**config.mk**
```make
export PLATFORM = sky130hd
export DESIGN_NAME = irq_redir_router
export DESIGN_NICKNAME = d
export VERILOG_FILES = /design/src/rtl/irr_pkg.sv /design/src/rtl/irr_entry.sv /design/src/rtl/irr_pick.sv /design/src/rtl/irq_redir_router.sv
export SDC_FILE = /design/constraint.sdc
export NUM_CORES = 2
export LEC_CHECK = 0
export BUFFER_PORTS_ARGS = -buffer_cell sky130_fd_sc_hd__buf_4
export CAP_MARGIN = 5
export CORE_ASPECT_RATIO = 0.9
export CORE_MARGIN = 3
export CORE_UTILIZATION = 35
export CTS_CLUSTER_SIZE = 10
export DETAILED_ROUTE_END_ITERATION = 10
export PLACE_DENSITY_LB_ADDON = 0.2
export REMOVE_ABC_BUFFERS = 1
export SETUP_SLACK_MARGIN = 0.4
export SYNTH_ARGS = -nofsm -noshare
export SYNTH_HDL_FRONTEND = slang
export SYNTH_SLANG_ARGS = --single-unit
```
**constraint.sdc**
```tcl
create_clock -name clk -period 3.6 [get_ports clk]
set_input_delay 0 -clock clk [delete_from_list [all_inputs] [get_ports clk]]
set_output_delay 0 -clock clk [all_outputs]
set_load 0.05 [all_outputs]
```
**src/rtl/irr_pkg.sv**
```systemverilog
`timescale 1ns/1ps
package irr_pkg;
  localparam int VEC_W = 8;

  typedef struct packed {
    logic [7:0]       dest;
    logic [7:0]       ext;
    logic             mask;
    logic             trig_edge;
    logic             pol_high;
    logic             dmode;
    logic [2:0]       dlv;
    logic [VEC_W-1:0] vec;
  } irr_cfg_t;

  localparam irr_cfg_t CFG_RST = '{mask: 1'b1, default: '0};
endpackage

```
**src/rtl/irr_entry.sv**
```systemverilog
`timescale 1ns/1ps
module irr_entry
  import irr_pkg::*;
(
  input  logic             clk,
  input  logic             rst_n,
  input  logic             wr_lo,
  input  logic             wr_hi,
  input  logic [31:0]      wdata,
  input  logic             pin_now,
  input  logic             pin_old,
  input  logic             take,
  input  logic             acc,
  input  logic             eoi,
  input  logic [VEC_W-1:0] eoi_vec,
  output irr_cfg_t         cfg,
  output logic             rirr,
  output logic             status,
  output logic             req
);
  irr_cfg_t cfg_q, cfg_d;
  logic edge_q, edge_d, rirr_q, rirr_d, wait_q, wait_d;
  logic act_now, act_old, lvl_ok, eoi_hit, cfg_en;

  assign cfg_en  = wr_lo | wr_hi;
  assign act_now = ~(pin_now ^ cfg_q.pol_high);
  assign act_old = ~(pin_old ^ cfg_q.pol_high);
  assign eoi_hit = eoi & (eoi_vec == cfg_q.vec) & ~cfg_q.trig_edge;
  assign lvl_ok  = ~cfg_q.trig_edge & act_now & ~rirr_q & ~wait_q;

  always_comb begin
    cfg_d = cfg_q;
    if (wr_lo) begin
      cfg_d.vec       = wdata[7:0];
      cfg_d.dlv       = wdata[10:8];
      cfg_d.dmode     = wdata[11];
      cfg_d.pol_high  = wdata[13];
      cfg_d.trig_edge = wdata[15];
      cfg_d.mask      = wdata[16];
    end
    if (wr_hi) begin
      cfg_d.dest = wdata[31:24];
      cfg_d.ext  = wdata[23:16];
    end
    edge_d = cfg_q.trig_edge & ((act_now & ~act_old) | (edge_q & ~take));
    rirr_d = ~cfg_d.trig_edge & (acc | (rirr_q & ~eoi_hit));
    wait_d = ~cfg_d.trig_edge &
             ((take & ~cfg_q.trig_edge) | (wait_q & ~acc & ~eoi_hit));
  end

  always_ff @(posedge clk or negedge rst_n) begin
    if (!rst_n) begin
      cfg_q  <= CFG_RST;
      edge_q <= 1'b0;
      rirr_q <= 1'b0;
      wait_q <= 1'b0;
    end else begin
      if (cfg_en) cfg_q <= cfg_d;
      edge_q <= edge_d;
      rirr_q <= rirr_d;
      wait_q <= wait_d;
    end
  end

  assign cfg    = cfg_q;
  assign rirr   = rirr_q;
  assign req    = ~cfg_q.mask & (cfg_q.trig_edge ? edge_q : lvl_ok);
  assign status = cfg_q.trig_edge ? edge_q : (lvl_ok & ~cfg_q.mask);
endmodule

```
**src/rtl/irr_pick.sv**
```systemverilog
`timescale 1ns/1ps
module irr_pick #(
  parameter int N     = 24,
  parameter int IDX_W = 5
) (
  input  logic [N-1:0]     req,
  output logic             any,
  output logic [IDX_W-1:0] idx
);
  always_comb begin
    idx = '0;
    for (int i = N - 1; i >= 0; i--) begin
      if (req[i]) idx = IDX_W'(i);
    end
  end
  assign any = |req;
endmodule

```
**src/rtl/irq_redir_router.sv**
```systemverilog
`timescale 1ns/1ps
module irq_redir_router
  import irr_pkg::*;
#(
  parameter  int NUM_PINS = 24,
  localparam int IDX_W    = $clog2(NUM_PINS),
  localparam int ADDR_W   = IDX_W + 1
) (
  input  logic                clk,
  input  logic                rst_n,
  input  logic [NUM_PINS-1:0] irq_in,
  input  logic                reg_we,
  input  logic [ADDR_W-1:0]   reg_addr,
  input  logic [31:0]         reg_wdata,
  output logic [31:0]         reg_rdata,
  output logic                msg_valid,
  input  logic                msg_ready,
  output logic [IDX_W-1:0]    msg_pin,
  output logic [VEC_W-1:0]    msg_vector,
  output logic [7:0]          msg_dest,
  output logic                msg_dest_logical,
  output logic [2:0]          msg_dlv_mode,
  output logic                msg_edge,
  input  logic                acc_strobe,
  input  logic [IDX_W-1:0]    acc_pin,
  input  logic                eoi_strobe,
  input  logic [VEC_W-1:0]    eoi_vector
);
  logic [NUM_PINS-1:0] pin_s, pin_p;
  logic [NUM_PINS-1:0] req_v, stat_v, rirr_v, mask_v, trig_v, take_v, acc_v;
  logic [NUM_PINS-1:0] wr_lo_v, wr_hi_v;
  irr_cfg_t            cfg_a [NUM_PINS];
  logic [IDX_W-1:0]    sel, pick_idx;
  logic                half, sel_ok, pick_any, hs, load, valid_d;
  irr_cfg_t            rd_cfg, win_cfg;

  assign sel    = reg_addr[ADDR_W-1:1];
  assign half   = reg_addr[0];
  assign sel_ok = (32'(sel) < NUM_PINS);

  always_ff @(posedge clk or negedge rst_n) begin
    if (!rst_n) begin
      pin_s <= '0;
      pin_p <= '0;
    end else begin
      pin_s <= irq_in;
      pin_p <= pin_s;
    end
  end

  for (genvar i = 0; i < NUM_PINS; i++) begin : g_ent
    assign wr_lo_v[i] = reg_we & sel_ok & (sel == IDX_W'(i)) & ~half;
    assign wr_hi_v[i] = reg_we & sel_ok & (sel == IDX_W'(i)) & half;
    assign take_v[i]  = hs & (msg_pin == IDX_W'(i));
    assign acc_v[i]   = acc_strobe & (acc_pin == IDX_W'(i));
    assign mask_v[i]  = cfg_a[i].mask;
    assign trig_v[i]  = cfg_a[i].trig_edge;
    irr_entry u_ent (
      .clk     (clk),
      .rst_n   (rst_n),
      .wr_lo   (wr_lo_v[i]),
      .wr_hi   (wr_hi_v[i]),
      .wdata   (reg_wdata),
      .pin_now (pin_s[i]),
      .pin_old (pin_p[i]),
      .take    (take_v[i]),
      .acc     (acc_v[i]),
      .eoi     (eoi_strobe),
      .eoi_vec (eoi_vector),
      .cfg     (cfg_a[i]),
      .rirr    (rirr_v[i]),
      .status  (stat_v[i]),
      .req     (req_v[i])
    );
  end

  irr_pick #(.N(NUM_PINS), .IDX_W(IDX_W)) u_pick (
    .req (req_v),
    .any (pick_any),
    .idx (pick_idx)
  );

  always_comb begin
    rd_cfg    = sel_ok ? cfg_a[sel] : CFG_RST;
    reg_rdata = '0;
    if (sel_ok) begin
      if (half) begin
        reg_rdata[31:24] = rd_cfg.dest;
        reg_rdata[23:16] = rd_cfg.ext;
      end else begin
        reg_rdata[7:0]  = rd_cfg.vec;
        reg_rdata[10:8] = rd_cfg.dlv;
        reg_rdata[11]   = rd_cfg.dmode;
        reg_rdata[12]   = stat_v[sel];
        reg_rdata[13]   = rd_cfg.pol_high;
        reg_rdata[14]   = rirr_v[sel];
        reg_rdata[15]   = rd_cfg.trig_edge;
        reg_rdata[16]   = rd_cfg.mask;
      end
    end
  end

  assign hs      = msg_valid & msg_ready;
  assign load    = ~msg_valid & pick_any;
  assign valid_d = load | (msg_valid & ~hs);
  assign win_cfg = cfg_a[pick_idx];

  always_ff @(posedge clk or negedge rst_n) begin
    if (!rst_n) begin
      msg_valid        <= 1'b0;
      msg_pin          <= '0;
      msg_vector       <= '0;
      msg_dest         <= '0;
      msg_dest_logical <= 1'b0;
      msg_dlv_mode     <= '0;
      msg_edge         <= 1'b0;
    end else begin
      msg_valid <= valid_d;
      if (load) begin
        msg_pin          <= pick_idx;
        msg_vector       <= win_cfg.vec;
        msg_dest         <= win_cfg.dest;
        msg_dest_logical <= win_cfg.dmode;
        msg_dlv_mode     <= win_cfg.dlv;
        msg_edge         <= win_cfg.trig_edge;
      end
    end
  end
endmodule

```
[After elaboration in Yosys (flattened, before gate mapping)]
Cells that the tools add are included.
Storage, ports and cells
  bits in registers: 891
  bits of input ports: 81
  output and inout bits: 59
  logic and storage cells: 1406
Operators by class
  magnitude comparators: 4
  equal/unequal tests: 93
  multiplexer cells: 110
  bitwise logic cells: 874
  reduce and logical (&&, ||, !) cells: 52
Operators by type and width (number)
  AND 1 bit: 508
  two-way mux 14 bit: 24
  binary-select mux 31 bit (select 5 bit): 2
  NOT 1 bit: 219
  equality test 8 bit: 24
  two-way mux 31 bit: 4
  equality test 5 x 4 -> 1 bit (second input constant): 24
  equality test 5 bit (second input constant): 24
  two-way mux 5 bit: 24
  bitwise OR 1 bit: 97
  AND reduction 2 bit: 48
  equality test 5 x 3 -> 1 bit (second input constant): 12
  two-way mux 1 bit: 51
  XOR 1 bit: 48
  two-way mux 32 bit: 1
  equality test 5 x 2 -> 1 bit (second input constant): 6
  OR reduction 24 bit: 1
  two-way mux 16 bit: 1
  equality test 5 x 1 -> 1 bit (second input constant): 3
  logical NOT 5 bit: 3
  two-way mux 15 bit: 1
  greater-or-equal comparator 6 bit (second input constant): 2
  NOT 5 -> 6 bit: 2
  binary-select mux 1 bit (select 5 bit): 2
  other kinds (2): 2

[Depth between registers and ports, before layout]
  depth in word-level cells: 35
  gate-level depth with buffers: 13
  depth with buffers taken out: 10

[Modules after synthesis]
Synthesis repeated with hierarchy kept, for this count alone.
Second synthesis, totals
  cells, all modules: 3665
  area total of the unflattened synthesis: 47759.6 µm²
By module, submodules not included
  irr_entry: times used 24, cells each 101, area each 1417.6 µm², seq. area each 852.1 µm²
  irq_redir_router: times used 1, cells each 1193, area each 13427.9 µm², seq. area each 1876.8 µm²
  irr_pick: times used 1, cells each 48, area each 309.0 µm², seq. area each 0.0 µm²

[Worst setup path after synthesis]
OpenSTA, ideal clock, no wires.
  kind: input port to output port
  start: in reg_addr[2]
  end: out reg_rdata[16]
  data arrival time: 3.075 ns
  required time: 3.600 ns
  path slack: 0.525 ns
  stages: 8
  path buffers: 4
  path through: clkbuf_1 buf_2 buf_1 clkbuf_1 mux4_2 mux4_2 mux2i_1 o21ai_0
Between the ends
  word-level cells in the longest chain between the ends: 6
  elaborated cells on any way between the ends: 7
  those cells by class: 1 x order compare; 5 x mux; 1 x bitwise
RTL lines
  start, declared: RTL line irq_redir_router.sv:13  | input logic [ADDR_W-1:0] reg_addr,
  NOT 5 -> 6 bit (implied by the code): RTL line irq_redir_router.sv:84  | rd_cfg = sel_ok ? cfg_a[sel] : CFG_RST;
  binary-select mux 31 bit (select 5 bit): RTL line irq_redir_router.sv:84
  two-way mux 31 bit (implied by the code) (2 in a row): RTL line irq_redir_router.sv:84
  two-way mux 1 bit: RTL line irq_redir_router.sv:87  | if (half) begin
  two-way mux 32 bit (*): RTL line irq_redir_router.sv:86  | if (sel_ok) begin
  end, declared: RTL line irq_redir_router.sv:15  | output logic [31:0] reg_rdata,
Every way passes the cells marked *; elsewhere a longest branch is shown, timed or not. The select of a mux whose other input is x is not followed.

[Worst setup path in the final report]
  start: reg g_ent[19].u_ent.wait_q
  end: reg msg_vector[3]
Between the ends
  word-level cells in the longest chain between the ends: 28
  elaborated cells on any way between the ends: 30
  those cells by class: 24 x mux; 5 x bitwise; 1 x reduce/logical
RTL lines
  start, declared: RTL line irr_entry.sv:22  | logic edge_q, edge_d, rirr_q, rirr_d, wait_q, wait_d;
  start signal, assigned: RTL line irr_entry.sv:61  | wait_q <= wait_d;
  NOT 1 bit (*): RTL line irr_entry.sv:29  | assign lvl_ok = ~cfg_q.trig_edge & act_now & ~rirr_q & ~wait_q;
  AND 1 bit (*): RTL line irr_entry.sv:29
  two-way mux 1 bit (*): RTL line irr_entry.sv:67  | assign req = ~cfg_q.mask & (cfg_q.trig_edge ? edge_q : lvl_ok);
  AND 1 bit (*): RTL line irr_entry.sv:67
  two-way mux 5 bit (20 in a row): RTL line irr_pick.sv:13  | if (req[i]) idx = IDX_W'(i);
  NOT 5 -> 6 bit (implied by the code): RTL line irq_redir_router.sv:106  | assign win_cfg = cfg_a[pick_idx];
  binary-select mux 31 bit (select 5 bit): RTL line irq_redir_router.sv:106
  two-way mux 31 bit (implied by the code) (2 in a row): RTL line irq_redir_router.sv:106
  end signal, assigned: RTL line irq_redir_router.sv:121  | msg_vector <= win_cfg.vec;
  end, declared: RTL line irq_redir_router.sv:19  | output logic [VEC_W-1:0] msg_vector,
Marked as above.
A chain may end at the register's enable or synchronous reset.

==> key figures <==
Critical path
  – Critical path arrival: between 3 and 4 ns
  – Critical path capture point type: register
  – R2R depth: 12
  – Reg2reg start: g_ent[19].u_ent.wait_q$_DFF_PN0_
  – Worst path required time: around 4.2 ns
  – RR Endpoint: msg_vector[3]$_DFFE_PN0P_
  – Reg2reg setup slack: 0.25 ns
  – Worst setup path category: reg2reg
  – Setup crit start kind: register
  – Max FO, Critical Path: 5

Synth
  – Share of synthesized registers carrying an async set or reset: 100.0%
  – Proportion of synthesized area in mux cells: 34.37%
  – Largest area contributor in the netlist: dfrtp_1
  – Number of synthesized flops with an enable pin: 0
  – Xor/xnor share of the synthesized area: 3.985%
  – Synth Area in Compound Gates: 5.097%
  – Yosys cell types: 68
  – Top_reg_cell synth: dfrtp_1
  – Top post-synthesis cells by area: dfrtp_1 46%, mux2_2 18%, mux4_2 14%
  – Most common cell in the netlist: dfrtp_1
  – Top cells by count, synth: 867 x dfrtp_1, 746 x mux2_2, 284 x mux4_2
  – Largest family of logic cells by synthesized area: multiplexers
  – Yosys warning count: 0
  – Synth Cell Area: roughly 47000 um^2
  – Area share of the leading cell type in the synthesized netlist: 46.13%
  – Mean Syn Cell Area: 13.25 um^2
  – Post-synthesis sequential area ratio: between 40% and 50%
  – Yosys reg bits: between 800 and 900
  – Post-Synth Adder-Cell Area: 0%
  – Post-Synthesis Cells: 3549
  – Synth Area in Simple Gates: under 10%

Timing
  – Worst Skew: 0.03409 ns
  – Final slew viol count: 0
  – Fin. Hold Viols: 0
  – Least-Margin Pin Slew: 1.134 ns
  – RSZ-0062 raised after global routing: yes
  – Min cycle time layout: 3.346 ns
  – Hold WS: 0.04672 ns
  – Tcrit/Tclk final: 92.93%
  – Max Freq: 0.2989 GHz
  – Setup WS post-layout: approximately 0.25 ns
  – Setup violators final: 0
  – Rel. slew slack: approximately 24%

Detailed routing
  – Antenna-violating nets left: 0
  – Met2 Routed Length: 71940 um
  – Met1 wire length: 76300 um
  – WL met3: 10580 um
  – Routed via count: roughly 33000
  – WL per Instance: about 29 um
  – Final wirelength: 162600 um
  – DR top layer: met4
  – Vias per inst: 5.800
  – DRT Pass-1 Iters: 5
  – Starting DRT DRC Count: 2971
  – DRC: 0

Power
  – Internal Power: 0.02345 W
  – Gate power share: 36.4%
  – Tot Pwr: 0.03527 W
  – Clock group share of total power: 28.0%
  – Register share of total power: 35.6%
  – Leak: approximately 25 nW
  – Worst vdd ir: just over 0.4 mV
  – PD cells: 621.2 nW/um^2
  – Net load switching power: 0.01182 W
  – Sw frac: 33.52%

Final layout
  – Ant diodes: 0
  – Final core area utilization: 42.92%
  – Layout cells sized above 1: 44.18%
  – Final #Nets: 3961
  – Area grow syn2layout: 20.72%

Placement
  – Gpl congestion: 0.8826
  – # port buffers: ~140
  – DP Worst Slack: 0.02516 ns
  – HPWL after DPL: between 100000 and 150000 um

Global routing
  – Initial antenna violation count: 3
  – GRT Resource Usage Total: 23.26%
  – First-pass GRT wire length: 237200 um
  – Pin count of the biggest net entering global routing: 101
  – Grt ovf: 0
  – Number of global-route vias before repair: 32830

Clock tree
  – Htree depth: 3
  – Worst-skew pair later-pin latency: 0.71 ns
  – TritonCTS Buffers: roughly 110
  – CTS tree: built
  – CTS Sinks: 891
  – Root buf cell: clkbuf_16
  – Worst-path clk slew: around 0.060 ns
  – CTS Buffer Depth: 3

Floorplan
  – Die width: 392.4 um
  – Core area: around 130000 um^2
  – Cell Rows: 126
  – Initial Util: between 30% and 40%
  – Die Y: 353.8 um
  – IO Pins: 140
  – Full die area: 138800 um^2

Min path
  – Min-delay src: eoi_vector[0]
  – Hold WC Path Type: in2reg
  – Hold depth: 5
  – Hold Path Sink: g_ent[10].u_ent.wait_q$_DFF_PN0_

Job
  – # Max-Cap Violations: 0

Status
  – Status: finished clean
state kept, by name (all words and copies together), names as in the netlist:
name / flops
g_ent.u_ent.rirr: 24
pin_p: 24
pin_s: 24
msg_vector: 8
g_ent.u_ent.edge_q: 24
msg_edge: 1
msg_dest: 8
msg_pin: 5
msg_dest_logical: 1
g_ent.u_ent.wait_q: 24
msg_dlv_mode: 3
msg_valid: 1
g_ent.u_ent.cfg: 744
logic make-up after synthesis:
family | Yosys count
xor+xnor | 214
buf+inv | 279
compound gates | 354
mux | 1166
flops | 891
simple gates | 645
worst max-delay path: stages (launching register included):
cell and delay (ns):
dfrtp_1 0.38, or4_4 0.56, o22ai_4 0.22, o211ai_1 0.14
o2111ai_2 0.23, a2111o_1 0.27, and2_4 0.21, buf_12 0.14
buf_6 0.10, mux2_2 0.34, a22oi_2 0.19, o32ai_1 0.11
o32a_1 0.33
worst max-delay path by stage:
| stage | start | end | slack, ns | depth (start not counted) |
|---|---|---|---|---|
| floorplan | g_ent[19].u_ent.cfg[13]$_DFFE_PN0P_ | msg_vector[6]$_DFFE_PN0P_ | -1.99 | 9 |
| global placement | g_ent[18].u_ent.rirr$_DFF_PN0_ | msg_vector[3]$_DFFE_PN0P_ | 0.005 | 12 |
| detailed placement | g_ent[18].u_ent.rirr$_DFF_PN0_ | msg_vector[3]$_DFFE_PN0P_ | 0.03 | 12 |
| CTS | g_ent[19].u_ent.wait_q$_DFF_PN0_ | msg_vector[3]$_DFFE_PN0P_ | 0.26 | 11 |
| global route | pin_s[23]$_DFF_PN0_ | msg_dest[7]$_DFFE_PN0P_ | 0.21 | 14 |
| finish | g_ent[19].u_ent.wait_q$_DFF_PN0_ | msg_vector[3]$_DFFE_PN0P_ | 0.25 | 12 |
timing repair:
item / 4_1_cts / 5_1_grt
hold buffers: 98 / 0
gates resized for setup: 94 / 58
hold endpoints to repair: 1224 / 0
endpoints found under the setup margin: 22 / 24
buffers inserted: 49 / 11
cloned: 9 / 3
pin swaps: 71 / 31
metrics by stage:
stage | std cells | cell area, um^2 | setup TNS [ns]
floorplan | 3273 | 45870 | -37.90
global placement | 5331 | 51070 | 0
detailed placement | 5331 | 51070 | 0
CTS | 5650 | 56290 | 0
global route | 5664 | 56780 | 0
finish | 5664 | 56780 | 0
cell type report:
cell class / count / area (um^2)
Multi-Input combinational cell: 2379 / 24290
Timing Repair Buffer: 500 / 4932
Fill cell: 12140 / 75490
Sequential cell: 891 / 22330
Inverter: 3 / 11.26
Clock buffer: 156 / 3004
Tap cell: 1728 / 2162
Clock inverter: 7 / 53.80
power groups by stage:
stage | Clock (W) | Combinational [W] | Sequential (W)
after floorplan | 0 | 0.00577 | 0.0127
after global placement | 0 | 0.0101 | 0.0127
after detailed placement | 0 | 0.0102 | 0.0127
after CTS | 0.0101 | 0.0121 | 0.0125
after global routing | 0.0105 | 0.0134 | 0.0127
final | 0.00988 | 0.0128 | 0.0126
routing by layer:
layer / track usage (%) / vias to the layer above
met2: 34.39 / 1102
met3: 3.869 / 216
met5: 0 / -
met4: 5.498 / 0
met1: 35.47 / 17560
li1: - / 13970
placed cells by master, fill, tap and decap left out, drive strengths merged, types with 26 or more instances in the layout:
master       Yosys  routed
clkbuf         180     159
a221oi          31      31
xnor2          137     137
dfrtp          867     867
nand4           33      33
buf             96     399
nand4b          26      26
a31oi           49      49
nand3           28      28
o21ai           36      36
mux2i          134     134
nor4            45      45
mux2           748     748
nand2          229     229
xor2            77      77
mux4           284     284
dlygate4sd3      0      97
nor2           180     180
a21oi          103     103
Note: power is estimated with default switching activity, not from simulation.
